$ cat config.mk
export PLATFORM = sky130hd
export DESIGN_NAME = prd_gen
export DESIGN_NICKNAME = d
export VERILOG_FILES = /design/src/rtl/prd_pkg.sv /design/src/rtl/prd_chunker.sv /design/src/rtl/prd_encoder.sv /design/src/rtl/prd_gen.sv
export SDC_FILE = /design/constraint.sdc
export NUM_CORES = 1
export LEC_CHECK = 0
export BUFFER_PORTS_ARGS = -buffer_cell sky130_fd_sc_hd__buf_4
export CAP_MARGIN = 25
export CORE_ASPECT_RATIO = 0.7
export CORE_MARGIN = 3
export CORE_UTILIZATION = 40
export CTS_CLUSTER_DIAMETER = 30
export CTS_CLUSTER_SIZE = 20
export DETAILED_ROUTE_END_ITERATION = 16
export HOLD_SLACK_MARGIN = 0.15
export SYNTH_ARGS = -nofsm -noshare
export SYNTH_HDL_FRONTEND = slang
export SYNTH_HIERARCHICAL = 1
export SYNTH_SLANG_ARGS = --single-unit
$ cat constraint.sdc
create_clock -name clk -period 6.2 [get_ports clk]
set_input_delay 0.62 -clock clk [delete_from_list [all_inputs] [get_ports clk]]
set_output_delay 0.62 -clock clk [all_outputs]
set_load 0.02 [all_outputs]
$ cat src/rtl/prd_pkg.sv
package prd_pkg;
  typedef enum logic [2:0] {
    PRD_OK    = 3'd0,
    PRD_EMPTY = 3'd1,
    PRD_ZERO  = 3'd2,
    PRD_ALIGN = 3'd3,
    PRD_OVF   = 3'd4
  } prd_err_e;

  typedef enum logic [1:0] {
    ST_IDLE,
    ST_RUN,
    ST_FLUSH,
    ST_DONE
  } prd_state_e;

  localparam logic [16:0] PRD_SPAN = 17'h10000;
  localparam logic [16:0] PRD_HALF = 17'h08000;
endpackage

$ cat src/rtl/prd_chunker.sv
module prd_chunker
  import prd_pkg::*;
#(
  parameter int LEN_W = 24
) (
  input  logic [15:0]      addr_lo,
  input  logic [LEN_W-1:0] rem,
  input  logic             alt,
  output logic [16:0]      bytes
);
  logic [16:0] to_bound;
  logic [31:0] rem32;
  logic [16:0] raw;

  always_comb begin
    to_bound = PRD_SPAN - {1'b0, addr_lo};
    rem32    = 32'(rem);
    raw      = (rem32 < {15'd0, to_bound}) ? rem32[16:0] : to_bound;
    // a full window cannot be encoded in 16 bits: halve it in byte format
    bytes    = (!alt && raw == PRD_SPAN) ? PRD_HALF : raw;
  end
endmodule

$ cat src/rtl/prd_encoder.sv
module prd_encoder (
  input  logic [16:0] bytes,
  input  logic        alt,
  input  logic        eot,
  output logic [31:0] word
);
  logic [14:0] dw_m1;

  always_comb begin
    dw_m1 = bytes[16:2] - 15'd1;
    if (alt) word = {1'b0, dw_m1, 16'h0000};
    else     word = {eot, 15'h0000, bytes[15:0]};
  end
endmodule

$ cat src/rtl/prd_gen.sv
module prd_gen
  import prd_pkg::*;
#(
  parameter int LEN_W       = 24,
  parameter int MAX_ENTRIES = 256,
  localparam int IDX_W      = $clog2(MAX_ENTRIES),
  localparam int CNT_W      = IDX_W + 1
) (
  input  logic             clk,
  input  logic             rst_n,
  input  logic             start,
  input  logic             cfg_alt,
  input  logic [CNT_W-1:0] cfg_limit,
  input  logic             seg_valid,
  output logic             seg_ready,
  input  logic [31:0]      seg_addr,
  input  logic [LEN_W-1:0] seg_len,
  input  logic             seg_last,
  output logic             tbl_valid,
  input  logic             tbl_ready,
  output logic [IDX_W-1:0] tbl_idx,
  output logic [63:0]      tbl_data,
  output logic             done,
  output logic             done_err,
  output logic [2:0]       done_code,
  output logic [CNT_W-1:0] done_count
);
  localparam logic [CNT_W-1:0] LIM_MAX = CNT_W'(MAX_ENTRIES);

  prd_state_e       state_q;
  prd_err_e         code_q;
  logic             alt_q;
  logic [CNT_W-1:0] lim_q;
  logic [CNT_W-1:0] cnt_q;
  logic [CNT_W-1:0] count_q;
  logic             have_q;
  logic             last_q;
  logic [31:0]      addr_q;
  logic [LEN_W-1:0] rem_q;
  logic             pend_q;
  logic [31:0]      pend_addr_q;
  logic [16:0]      pend_bytes_q;
  logic [IDX_W-1:0] pend_idx_q;

  logic [16:0] chunk;
  logic [31:0] len_word;
  logic        ovf;
  logic        out_stall;
  logic        misalign;
  logic        seg_fire;

  prd_chunker #(.LEN_W(LEN_W)) chunk_i (
    .addr_lo (addr_q[15:0]),
    .rem     (rem_q),
    .alt     (alt_q),
    .bytes   (chunk)
  );

  prd_encoder enc_i (
    .bytes (pend_bytes_q),
    .alt   (alt_q),
    .eot   (state_q == ST_FLUSH),
    .word  (len_word)
  );

  always_comb begin
    ovf       = (cnt_q == lim_q);
    out_stall = pend_q && !tbl_ready;
    seg_ready = (state_q == ST_RUN) && !have_q;
    seg_fire  = seg_ready && seg_valid;
    misalign  = alt_q ? |{seg_addr[1:0], seg_len[1:0]} : (seg_addr[0] | seg_len[0]);
    // the held entry is offered only when a successor will displace it, or at the end
    tbl_valid = pend_q && (((state_q == ST_RUN) && have_q && !ovf) || (state_q == ST_FLUSH));
    tbl_idx   = pend_idx_q;
    tbl_data  = {len_word, pend_addr_q};
    done      = (state_q == ST_DONE);
    done_err  = (code_q != PRD_OK);
    done_code = code_q;
    done_count = count_q;
  end

  always_ff @(posedge clk or negedge rst_n) begin
    if (!rst_n) begin
      state_q      <= ST_IDLE;
      code_q       <= PRD_OK;
      alt_q        <= 1'b0;
      lim_q        <= '0;
      cnt_q        <= '0;
      count_q      <= '0;
      have_q       <= 1'b0;
      last_q       <= 1'b0;
      addr_q       <= '0;
      rem_q        <= '0;
      pend_q       <= 1'b0;
      pend_addr_q  <= '0;
      pend_bytes_q <= '0;
      pend_idx_q   <= '0;
    end else begin
      unique case (state_q)
        ST_IDLE: begin
          if (start) begin
            state_q <= ST_RUN;
            alt_q   <= cfg_alt;
            lim_q   <= (cfg_limit > LIM_MAX) ? LIM_MAX : cfg_limit;
            cnt_q   <= '0;
            have_q  <= 1'b0;
            pend_q  <= 1'b0;
          end
        end
        ST_RUN: begin
          if (seg_fire) begin
            if (seg_len == '0) begin
              if (!seg_last) begin
                state_q <= ST_DONE;
                code_q  <= PRD_ZERO;
                count_q <= '0;
              end else if (cnt_q == '0) begin
                state_q <= ST_DONE;
                code_q  <= PRD_EMPTY;
                count_q <= '0;
              end else begin
                state_q <= ST_FLUSH;
              end
            end else if (misalign) begin
              state_q <= ST_DONE;
              code_q  <= PRD_ALIGN;
              count_q <= '0;
            end else begin
              have_q <= 1'b1;
              last_q <= seg_last;
              addr_q <= seg_addr;
              rem_q  <= seg_len;
            end
          end else if (have_q) begin
            if (ovf) begin
              state_q <= ST_DONE;
              code_q  <= PRD_OVF;
              count_q <= '0;
            end else if (!out_stall) begin
              pend_q       <= 1'b1;
              pend_addr_q  <= addr_q;
              pend_bytes_q <= chunk;
              pend_idx_q   <= cnt_q[IDX_W-1:0];
              cnt_q        <= cnt_q + 1'b1;
              addr_q       <= addr_q + 32'(chunk);
              rem_q        <= rem_q - LEN_W'(chunk);
              if (rem_q == LEN_W'(chunk)) begin
                have_q <= 1'b0;
                if (last_q) state_q <= ST_FLUSH;
              end
            end
          end
        end
        ST_FLUSH: begin
          if (tbl_ready) begin
            pend_q  <= 1'b0;
            state_q <= ST_DONE;
            code_q  <= PRD_OK;
            count_q <= cnt_q;
          end
        end
        default: state_q <= ST_IDLE;
      endcase
    end
  end
endmodule

==> After elaboration in Yosys (flattened, before gate mapping) <==
Cells that the tools add are included.
{ "word_totals": {"reg_bits": 149, "in_bits": 72, "output_inout_bits": 88, "elab_cells": 151} }
{ "op_classes": {"addsub": 5, "n_lt_le_gt_ge": 2, "eq_ne": 25, "mux": 69, "bitwise": 6, "n_reduce_logical": 30} }
{ "op_table": {"columns": ["operator", "n"], "rows": [
  ["two-way mux 32 bit", 7],
  ["two-way mux 24 bit", 6],
  ["two-way mux 9 bit", 14],
  ["case mux 9 bit (2 select lines)", 2],
  ["two-way mux 17 bit", 2],
  ["adder 32 x 17 -> 32 bit", 1],
  ["equality test 24 x 17 -> 1 bit", 1],
  ["zero test 24 bit", 1],
  ["less-than comparator 24 x 17 -> 1 bit", 1],
  ["two-way mux 3 bit", 8],
  ["subtractor 24 x 17 -> 24 bit", 1],
  ["two-way mux 2 bit", 10],
  ["AND reduction 6 bit", 3],
  ["equality test 17 bit (second input constant)", 1],
  ["subtractor 17 x 16 -> 17 bit (first input constant)", 1],
  ["two-way mux 1 bit", 16],
  ["!= test 2 bit (second input constant)", 8],
  ["subtractor 15 x 1 -> 15 bit (second input constant)", 1],
  ["AND reduction 7 bit", 2],
  ["!= test 3 bit (second input constant)", 4],
  ["adder 9 x 1 -> 9 bit (second input constant)", 1],
  ["equality test 9 bit", 1],
  ["greater-than comparator 9 bit (second input constant)", 1],
  ["zero test 9 bit", 1],
  ["other kinds (22)", 43]
]} }

==> Longest topological paths before layout <==
Gate-level depths: netlist of run 1.
{ "logic_depth": {"ltp_word": 13, "depth_mapped": 24, "ltp_nobuf": 23} }

==> Modules after synthesis <==
The synthesis of run 1 kept the hierarchy.
{ "modules_own_cells": {"columns": ["module", "instances", "cells_per_inst", "area_per_inst_um2", "seq_area_each_um2"], "rows": [
  ["prd_gen", 1, 1014, 8719.6, 3728.6],
  ["prd_chunker", 1, 132, 1028.5, 0.0],
  ["prd_encoder", 1, 76, 464.2, 0.0]
]} }

==> Least setup slack after synthesis of run 1 <==
No wires, ideal clock.
{ "synth_path": {"kind": "register to register", "startpoint": "register addr_q[1]", "endpoint": "register rem_q[18]", "setup_time_ns": 0.070, "arrival_ns": 5.123, "required_ns": 6.130, "path_slack_ns": 1.007, "stages_incl_launch_ff": 25, "path_buffers": 2, "synth_period_minus_slack_ns": 5.193, "cell_sequence": "dfrtp_1 > inv_1 > ha_1 > nor2b_1 > nand2_1 > or4_1 > xnor2_1 > ha_1 > o21ai_0 > nor2_1 > a2111o_1 > a21o_1 > buf_6 > buf_6 > mux2i_1 > inv_1 > ha_1 > a21o_1 > a2111oi_2 > a21bo_2 > a31oi_4 > o21ai_2 > a32oi_4 > mux2_4 > nand4_2"} }
{ "synth_between": {"elab_chain_len": 11} }
{ "synth_lines": {"columns": ["element", "line", "text"], "rows": [
  ["start: declaration", "prd_gen.sv:38", "logic [31:0] addr_q;"],
  ["start signal: assignment", "prd_gen.sv:131", "addr_q <= seg_addr;"],
  ["start signal: assignment", "prd_gen.sv:145", "addr_q <= addr_q + 32'(chunk);"],
  ["subtractor 17 x 16 -> 17 bit (*)", "prd_chunker.sv:16", "to_bound = PRD_SPAN - {1'b0, addr_lo};"],
  ["less-than comparator 24 x 17 -> 1 bit", "prd_chunker.sv:18", "raw = (rem32 < {15'd0, to_bound}) ? rem32[16:0] : to_bound;"],
  ["two-way mux 17 bit (*)", "prd_chunker.sv:18", null],
  ["equality test 17 bit", "prd_chunker.sv:20", "bytes = (!alt && raw == PRD_SPAN) ? PRD_HALF : raw;"],
  ["logical AND 1 bit", "prd_chunker.sv:20", null],
  ["two-way mux 17 bit (*)", "prd_chunker.sv:20", null],
  ["via chunk[7]", "prd_gen.sv:45", "logic [16:0] chunk;"],
  ["subtractor 24 x 17 -> 24 bit (*)", "prd_gen.sv:146", "rem_q <= rem_q - LEN_W'(chunk);"],
  ["two-way mux 24 bit (*)", "prd_gen.sv:139", "end else if (!out_stall) begin"],
  ["two-way mux 24 bit (*)", "prd_gen.sv:135", "if (ovf) begin"],
  ["two-way mux 24 bit (*)", "prd_gen.sv:134", "end else if (have_q) begin"],
  ["two-way mux 24 bit (*)", "prd_gen.sv:111", "if (seg_fire) begin"],
  ["end signal: assignment", "prd_gen.sv:132", "rem_q <= seg_len;"],
  ["end signal: assignment", "prd_gen.sv:146", null],
  ["end: declaration", "prd_gen.sv:39", "logic [LEN_W-1:0] rem_q;"]
]} }
The timed path passes the listed nets; every way through them passes the cells marked *. The select of a mux whose other input is x is not followed.
A chain may end at the register's enable or synchronous reset.

==> Final worst setup path of run 1 <==
{ "layout_path": {"startpoint": "register addr_q[0]", "endpoint": "register state_q[0]"} }
{ "layout_between": {"elab_chain_len": 9} }
{ "layout_lines": {"columns": ["element", "line", "text"], "rows": [
  ["subtractor 17 x 16 -> 17 bit (*)", "prd_chunker.sv:16", null],
  ["less-than comparator 24 x 17 -> 1 bit", "prd_chunker.sv:18", null],
  ["two-way mux 17 bit (*)", "prd_chunker.sv:18", null],
  ["equality test 17 bit", "prd_chunker.sv:20", null],
  ["logical AND 1 bit", "prd_chunker.sv:20", null],
  ["two-way mux 17 bit (*)", "prd_chunker.sv:20", null],
  ["via chunk[13]", "prd_gen.sv:45", null],
  ["equality test 24 x 17 -> 1 bit (*)", "prd_gen.sv:147", "if (rem_q == LEN_W'(chunk)) begin"],
  ["!= test 4 x 3 -> 1 bit (no source line) (*)", null, null],
  ["AND reduction 7 bit (no source line) (*)", null, null],
  ["end signal: assignment", "prd_gen.sv:149", "if (last_q) state_q <= ST_FLUSH;"],
  ["end signal: assignment", "prd_gen.sv:157", "state_q <= ST_DONE;"],
  ["end signal: assignment", "prd_gen.sv:162", "default: state_q <= ST_IDLE;"],
  ["end: declaration", "prd_gen.sv:30", "prd_state_e state_q;"]
]} }
The timed path passes the listed nets; every way through them passes the cells marked *.

==> summary.txt, run 1 <==
Routing
  • WL final: 31800 um
  • Initial DRC Count: 543
  • Average wire per standard cell: 18.8 um
  • Via count: 9259
  • Uppermost layer routed: met4
  • Detailed Routing Iterations Pass 1: 5
  • DRT met1 WL: 16500 um
  • Routed wl met3: around 1700 um
  • Vias per Instance: 5.46
  • Final antenna-violating net count: 0
  • Wire length on met2: 13100 um
  • DRC viols: 0

Timing
  • Max Clock Skew: around 0.014 ns
  • Final Critical Period: between 5 and 6 ns
  • Sum of negative setup slack: 0 ns
  • RSZ-0062 raised after global routing: false
  • Setup-failing EPs final: 0
  • F_max: 0.172 GHz
  • Final hold violations: 0
  • Fin crit share: 93.6%
  • Final Max Slew Viols: 0
  • Max_slew headroom: 40.1%
  • Slew @ Worst Pin: roughly 0.9 ns

Critical path
  • Crit path kind: flip-flop to flip-flop
  • Type of origin of the critical path: flip-flop
  • Worst R2R Start: addr_q[0]
  • Reg-to-Reg End: state_q[0]
  • Critical path endpoint category: flip-flop
  • Worst path arrival time: slightly above 6 ns
  • Setup slack, reg-to-reg: 0.40 ns
  • Worst endpoint required time: roughly 6.5 ns
  • Crit-path max FO: 10
  • Reg2reg path depth: 23

Layout
  • Seq. cell area: between 3000 and 4000 sq um
  • Antenna Cells: 0
  • Multi-input gate area: 5990 sq um
  • Layout cells sized above 1: 19.6%
  • Fillers: 2465
  • Fin area: 12200 sq um
  • Most frequent cells in the layout: 239 x nand2_1, 173 x buf_4, 149 x dfrtp_1
  • Cell Count, Final, Fillers Out: 1695
  • Area grow syn2layout: 19.7%
  • Most common cell after layout, fill and taps aside: nand2_1
  • Nets: between 1k and 1.5k

Yosys
  • Post-Syn Instances: 1222
  • EDFF count, synth: 0
  • Synth Cell Area: 10200 sq um
  • Seq/Total Area, Yosys: 36.5%
  • Seq cells post-synth: 149
  • Ys Warns: 6
  • Async S/R FF share, synth: 100%
  • Synth unique cells: 95
  • Net Count, Synth: ~1.4k
  • Avg Synthesized Cell Area: 8.36 sq um
  • Most used DFF post-synth: dfrtp_1

Global route
  • Grt ovf: 0
  • Vias in the first global route: roughly 8.8k
  • All-Layer GR Usage: approximately a quarter
  • First-pass GRT wire length: 50500 um
  • Pin count of the biggest net entering global routing: between 90 and 100
  • Initial antenna violation count: 0

Power and ir drop
  • Worst vdd ir: 0.000323 V
  • Pwr/cell area: 591 nW/um^2
  • Leakage Power: approximately 5.9 nW

Die
  • Die Wd: 197 um
  • FP Rows: 48
  • Core ar.: 24900 sq um
  • Die H: 140 um
  • Die footprint: around 28000 sq um
  • Io pins: 160
  • Initial Util: 41.1%

Clock tree
  • Clock sink count: about 150
  • CTS Buffer Depth: 2
  • Clk_lat worst skew: ~0.45 ns
  • Hold buffer count at CTS: 0
  • Cts bufs inserted: 17
  • TritonCTS clock tree: built
  • CTS clock-pin slew for the worst setup and hold paths: 0.06 ns
  • Clk root buf: clkbuf_16
  • H-tree depth: 4

Place
  • Placed cell count: 1662
  • Hpwl dp: 23200 um
  • DP Area: 11600 sq um
  • Port-buffer cells: 159
  • GP Congestion: 0.937

Job
  • Max-Cap Viols: 0

Worst hold path
  • Hold crit path type: primary input to asynchronous set/reset pin

Outcome
  • Status: finished clean
cell families (layout without fill, tap and decap cells):
group / Yosys count / count (layout) / synth area share [%]
AND/OR/NAND/NOR: 525 / 525 / 25.1
flip-flops: 149 / 149 / 36.5
adder cells (fa/ha/maj): 60 / 60 / 7.50
AO/OA/AOI/OAI: 286 / 286 / 18.3
multiplexers: 27 / 27 / 2.87
XOR/XNOR: 54 / 54 / 4.63
buffers and inverters: 121 / 269 / 5.08
area by class of cell:
cell class | instances | area share, %
tap | 325 | 3.33
clock inverter | 12 | 0.675
multi-input combinational | 952 | 49.0
timing repair buffer | 175 | 10.9
clock buffer | 20 | 3.73
sequential | 149 | 30.5
inverter | 62 | 1.90
worst max-delay path, stage by stage, from the launching register on:
cell      delay, ns
dfrtp_1        0.48
inv_1          0.09
ha_1           0.19
nor2b_2        0.24
nand2_1        0.10
or4_1          0.46
xnor2_2        0.17
ha_1           0.21
a211oi_1       0.26
nor2_1         0.09
a2111o_1       0.38
a21o_2         0.31
buf_4          0.23
mux2i_1        0.22
inv_1          0.10
ha_1           0.40
and3_1         0.23
nand2_1        0.10
nor2_2         0.19
nand4b_1       0.13
nor4b_2        0.31
a211oi_1       0.11
or3_1          0.36
mux2_1         0.32
flip-flops by register name (all words and copies together) (netlist names):
register	flops
addr_q	32
pend_addr_q	32
rem_q	24
pend_bytes_q	17
cnt_q	9
done_count	9
lim_q	9
tbl_idx	8
done_code	3
state_q	2
alt_q	1
have_q	1
last_q	1
pend_q	1
routing by layer:
metal	GRT usage, %	up-vias
met2	33.3	250
li1	-	4560
met4	6.26	0
met3	3.85	27
met1	36.1	4422
met5	0	-
through the flow:
stage / setup slack [ns] / total power [mW] / utilization, % / hold WS (ns)
final: 0.399 / 7.23 / 49.2 / 0.260
after global routing: 0.0153 / 7.85 / 49.2 / 0.340
after CTS: 0.300 / 7.20 / 49.0 / 0.311
after detailed placement: 0.339 / 6.19 / 46.8 / 0.465
after global placement: 0.380 / 6.16 / 46.8 / 0.462
after floorplan: 1.01 / 4.85 / - / 0.324
Yosys cell counts, drive strengths merged (15+ instances only):
| master | count | area [sq um] |
|---|---|---|
| a31oi | 27 | 184 |
| a21oi | 74 | 378 |
| clkbuf | 31 | 120 |
| nor3 | 30 | 171 |
| nor2b | 25 | 156 |
| ha | 58 | 726 |
| mux2 | 15 | 173 |
| nor2 | 87 | 343 |
| nor4 | 24 | 196 |
| nand3 | 25 | 125 |
| dfrtp | 149 | 3730 |
| buf | 28 | 166 |
| o21ai | 82 | 425 |
| xnor2 | 28 | 245 |
| and3 | 15 | 95.1 |
| xor2 | 26 | 228 |
| inv | 62 | 233 |
| nand2 | 241 | 907 |
| nand2b | 16 | 100 |
worst max-delay path by stage:
stage | from | to | depth (start not counted)
final | addr_q[0] | state_q[0] | 23
after global routing | addr_q[0] | state_q[0] | 21
after CTS | addr_q[0] | state_q[0] | 21
after detailed placement | addr_q[0] | state_q[0] | 21
after global placement | addr_q[0] | state_q[0] | 21
after floorplan | addr_q[1] | rem_q[18] | 24
repair_timing:
action                                  CTS  global route
gates resized for setup                   0             6
endpoints found under the setup margin    0            12
setup buffers                             0             0
hold endpoints to repair                  0             0
where the power goes:
group | switching, mW | internal [mW]
Sequential | 0.438 | 1.27
Combinational | 2.64 | 1.91
Clock | 0.446 | 0.530
Note: power is estimated with default switching activity, not from simulation.
==> run 2, diff against run 1 <==
--- a/config.mk
+++ b/config.mk
@@ -7,6 +7,8 @@
 export LEC_CHECK = 0
 export BUFFER_PORTS_ARGS = -buffer_cell sky130_fd_sc_hd__buf_4
 export CAP_MARGIN = 25
+export CELL_PAD_IN_SITES_DETAIL_PLACEMENT = 0
+export CELL_PAD_IN_SITES_GLOBAL_PLACEMENT = 1
 export CORE_ASPECT_RATIO = 0.7
 export CORE_MARGIN = 3
 export CORE_UTILIZATION = 40
@@ -14,7 +16,7 @@
 export CTS_CLUSTER_SIZE = 20
 export DETAILED_ROUTE_END_ITERATION = 16
 export HOLD_SLACK_MARGIN = 0.15
+export PLACE_DENSITY_LB_ADDON = 0.1
 export SYNTH_ARGS = -nofsm -noshare
 export SYNTH_HDL_FRONTEND = slang
-export SYNTH_HIERARCHICAL = 1
 export SYNTH_SLANG_ARGS = --single-unit
==> run 2 against run 1 <==
Against the previous run:
- highest routed layer unchanged
- combinational power rose by 13%
- cell count increased by 1.2%
- synthesized area down 1.4%
- flip-flop and latch count unchanged
- register-to-register slack got worse by 0.19 ns
==> summary.txt, run 2 <==
Die
  • Io pins: 160
  • Die H: 139 um
  • Die Wd: 196 um
  • Initial Util: 41.7%
  • Die footprint: 27100 sq um
  • FP Rows: 47
  • Core ar.: 24200 sq um

Job
  • Max-Cap Viols: 0

Clock tree
  • H-tree depth: 4
  • Clk_lat worst skew: 0.45 ns
  • TritonCTS clock tree: built
  • Clk root buf: clkbuf_16
  • CTS Buffer Depth: 2
  • Clock sink count: 149
  • CTS clock-pin slew for the worst setup and hold paths: roughly 0.070 ns
  • Cts bufs inserted: 17

Yosys
  • Seq/Total Area, Yosys: 37.0%
  • Synth Cell Area: roughly 10000 sq um
  • Post-Syn Instances: 1214
  • Net Count, Synth: 1346
  • Async S/R FF share, synth: 100%
  • Synth unique cells: 74
  • Ys Warns: 0
  • Synth area leaders: dfrtp_1 37%, nand2_1 8.4%, ha_1 7.2%
  • Seq cells post-synth: 149
  • Synth cell count leaders: 224 x nand2_1, 149 x dfrtp_1, 81 x o21ai_0
  • Synth area leader: dfrtp_1
  • Most used DFF post-synth: dfrtp_1
  • Avg Synthesized Cell Area: about 8.3 sq um
  • Yosys top cell area share: 37.0%
  • Most common cell in the synthesized netlist: nand2_1
  • EDFF count, synth: 0

Routing
  • Average wire per standard cell: 18.4 um
  • DRC viols: 0
  • Via count: 9386
  • Final antenna-violating net count: 0
  • Initial DRC Count: 679
  • Detailed Routing Iterations Pass 1: 5
  • Vias per Instance: 5.47
  • WL final: 31500 um

Layout
  • Most common cell after layout, fill and taps aside: nand2_1
  • Seq. cell area: 3730 sq um
  • Multi-input gate area: 6080 sq um
  • Largest regs: addr_q: 32 flops, pend_addr_q: 32 flops, rem_q: 24 flops
  • Fin util: between 50% and 60%
  • Cell Count, Final, Fillers Out: 1716
  • Area grow syn2layout: 26.0%
  • Antenna Cells: 0
  • Layout cells sized above 1: about 22%
  • Nets: 1517
  • Most frequent cells in the layout: 221 x nand2_1, 209 x buf_4, 149 x dfrtp_1
  • Fillers: 2376

Power and ir drop
  • Leakage Power: slightly above 6 nW
  • Overall Power: 7.76 mW
  • Sw power: 3.64 mW
  • Pwr/cell area: 612 nW/um^2
  • Proportion of power drawn by the clock network: 14.0%
  • Worst vdd ir: 0.000384 V
  • Logic pwr share: 66.5%
  • Sw Share: between 40 and 50%
  • Sequential power share: roughly 20%
  • Cell Int Power: approximately 4 mW

Critical path
  • Most used cell, CP: a21o_1
  • Critical path's top delay family: compound AO/OA/AOI/OAI gates
  • CP max stage cell: or4_4
  • CP Buf/Inv Count: 2
  • Worst R2R Start: addr_q[10]
  • Type of origin of the critical path: flip-flop
  • Crit-path max FO: 10
  • Cell breakdown of the critical path: or4_4 > or3_4 > nor2_4 > xor2_2 > ha_1 > a21o_1 > a21o_1 > a21oi_1 > o21ai_0 > a311o_1 > a21oi_4 > buf_8 > mux2i_1 > ha_1 > a21o_1 > a21o_1 > o2111ai_1 > a31oi_1 > buf_4 > o41ai_1 > xor2_1 > a211o_1 > o21ai_0
  • Critical path startpoint: addr_q[10]
  • Critical Path Max Stage Delay: 0.57 ns
  • Critical path endpoint category: flip-flop
  • Worst endpoint required time: approximately 6.6 ns
  • Crit path kind: flip-flop to flip-flop
  • Worst path arrival time: 6.36 ns

Timing
  • Max Clock Skew: around 0.015 ns
  • F_max: 0.167 GHz
  • Final Critical Period: between 5 and 6 ns
  • RSZ-0062 raised after global routing: true
  • Fin crit share: around 97%
  • Setup-failing EPs final: 0
  • Setup WS post-layout: 0.207 ns
  • Max_slew headroom: about a third
  • Final Max Slew Viols: 0
  • Final hold violations: 0
  • Slew @ Worst Pin: 0.959 ns
  • Sum of negative setup slack: 0 ns

Global route
  • Initial antenna violation count: 0
  • Vias in the first global route: 8800
  • First-pass GRT wire length: 50100 um
  • Grt ovf: 0
  • Pin count of the biggest net entering global routing: 77
  • All-Layer GR Usage: 23.0%

Place
  • Hpwl dp: 23200 um
  • Port-buffer cells: between 150 and 200
  • Placed cell count: 1679
  • GP Congestion: 0.889
  • Worst slack, placed: -0.0725 ns

Outcome
  • Status: finished clean

Worst hold path
  • Hold path startpoint: cfg_alt
  • Hold crit path type: primary input to flip-flop
## run 2: cell count changes after synthesis, sizes merged, moves of 9 or more
cell | before | now
a311o | 0 | 10
o21ai | 82 | 93
nor2 | 87 | 76
a21oi | 74 | 55
a31oi | 27 | 17
clkbuf | 31 | 51
a21o | 13 | 22
nand3 | 25 | 45
and2 | 9 | 19
buf | 28 | 10
nand2 | 241 | 224
## run 2: timing repair
action / 4_1_cts / 5_1_grt
hold endpoints to repair: 44 / 0
hold buffers: 1 / 0
setup buffers: 0 / 3
resized for setup: 2 / 42
setup endpoints to repair: 8 / 29
pin swaps: 1 / 9
## run 2: layout make-up
type | instances | share of cell area, %
Sequential cell | 149 | 29.4
Clock inverter | 10 | 0.957
Timing Repair Buffer | 213 | 12.9
Multi-Input combinational cell | 942 | 48.0
Clock buffer | 22 | 3.82
Tap cell | 318 | 3.14
Inverter | 62 | 1.84
## run 2: path summary, 6_finish.rpt
| kind | slack [ns] | end | depth (start not counted) |
|---|---|---|---|
| setup / recovery | 0.21 | rem_q[13] | 23 |
| hold / removal | 0.42 | alt_q | 2 |
| setup reg to reg | 0.21 | rem_q[13] | 23 |
| hold reg to reg | 0.48 | tbl_idx[5] | 2 |
| max in group asynchronous | 4.40 | pend_addr_q[24] | 3 |
| min in group asynchronous | 0.69 | pend_bytes_q[2] | 2 |
## run 2: power by group through the flow
stage | clock (mW) | combinational, mW | sequential, mW
global route | 1.15 | 5.68 | 1.55
floorplan | 0 | 3.34 | 1.50
finish | 1.08 | 5.16 | 1.52
global placement | 0 | 4.86 | 1.51
detailed placement | 0 | 4.87 | 1.51
CTS | 1.11 | 4.91 | 1.50
## run 2: routing by layer
layer	GRT usage [%]	vias up	part of all wire [%]	wire, um
met4	5.74	0	1.4	429
met1	37.2	4500	54	17000
li1	-	4603	-	-
met2	30.9	255	39	12500
met5	0	-	0	0
met3	4.57	28	5.1	1620
## run 2: logic make-up after synthesis
kind of cell	count (synthesis)	synth area share, %
flops	149	37.0
mux	30	3.24
simple gates	517	24.5
compound gates	275	17.6
fa+ha+maj	60	7.61
buf+inv	123	4.76
xor+xnor	60	5.22
## run 2: per-stage QoR
step	area, sq um	hold WS [ns]
2_1_floorplan	10100	0.324
3_3_place_gp	11800	0.465
3_5_place_dp	11800	0.464
4_1_cts	12400	0.403
5_1_grt	12700	0.413
6_report	12700	0.424
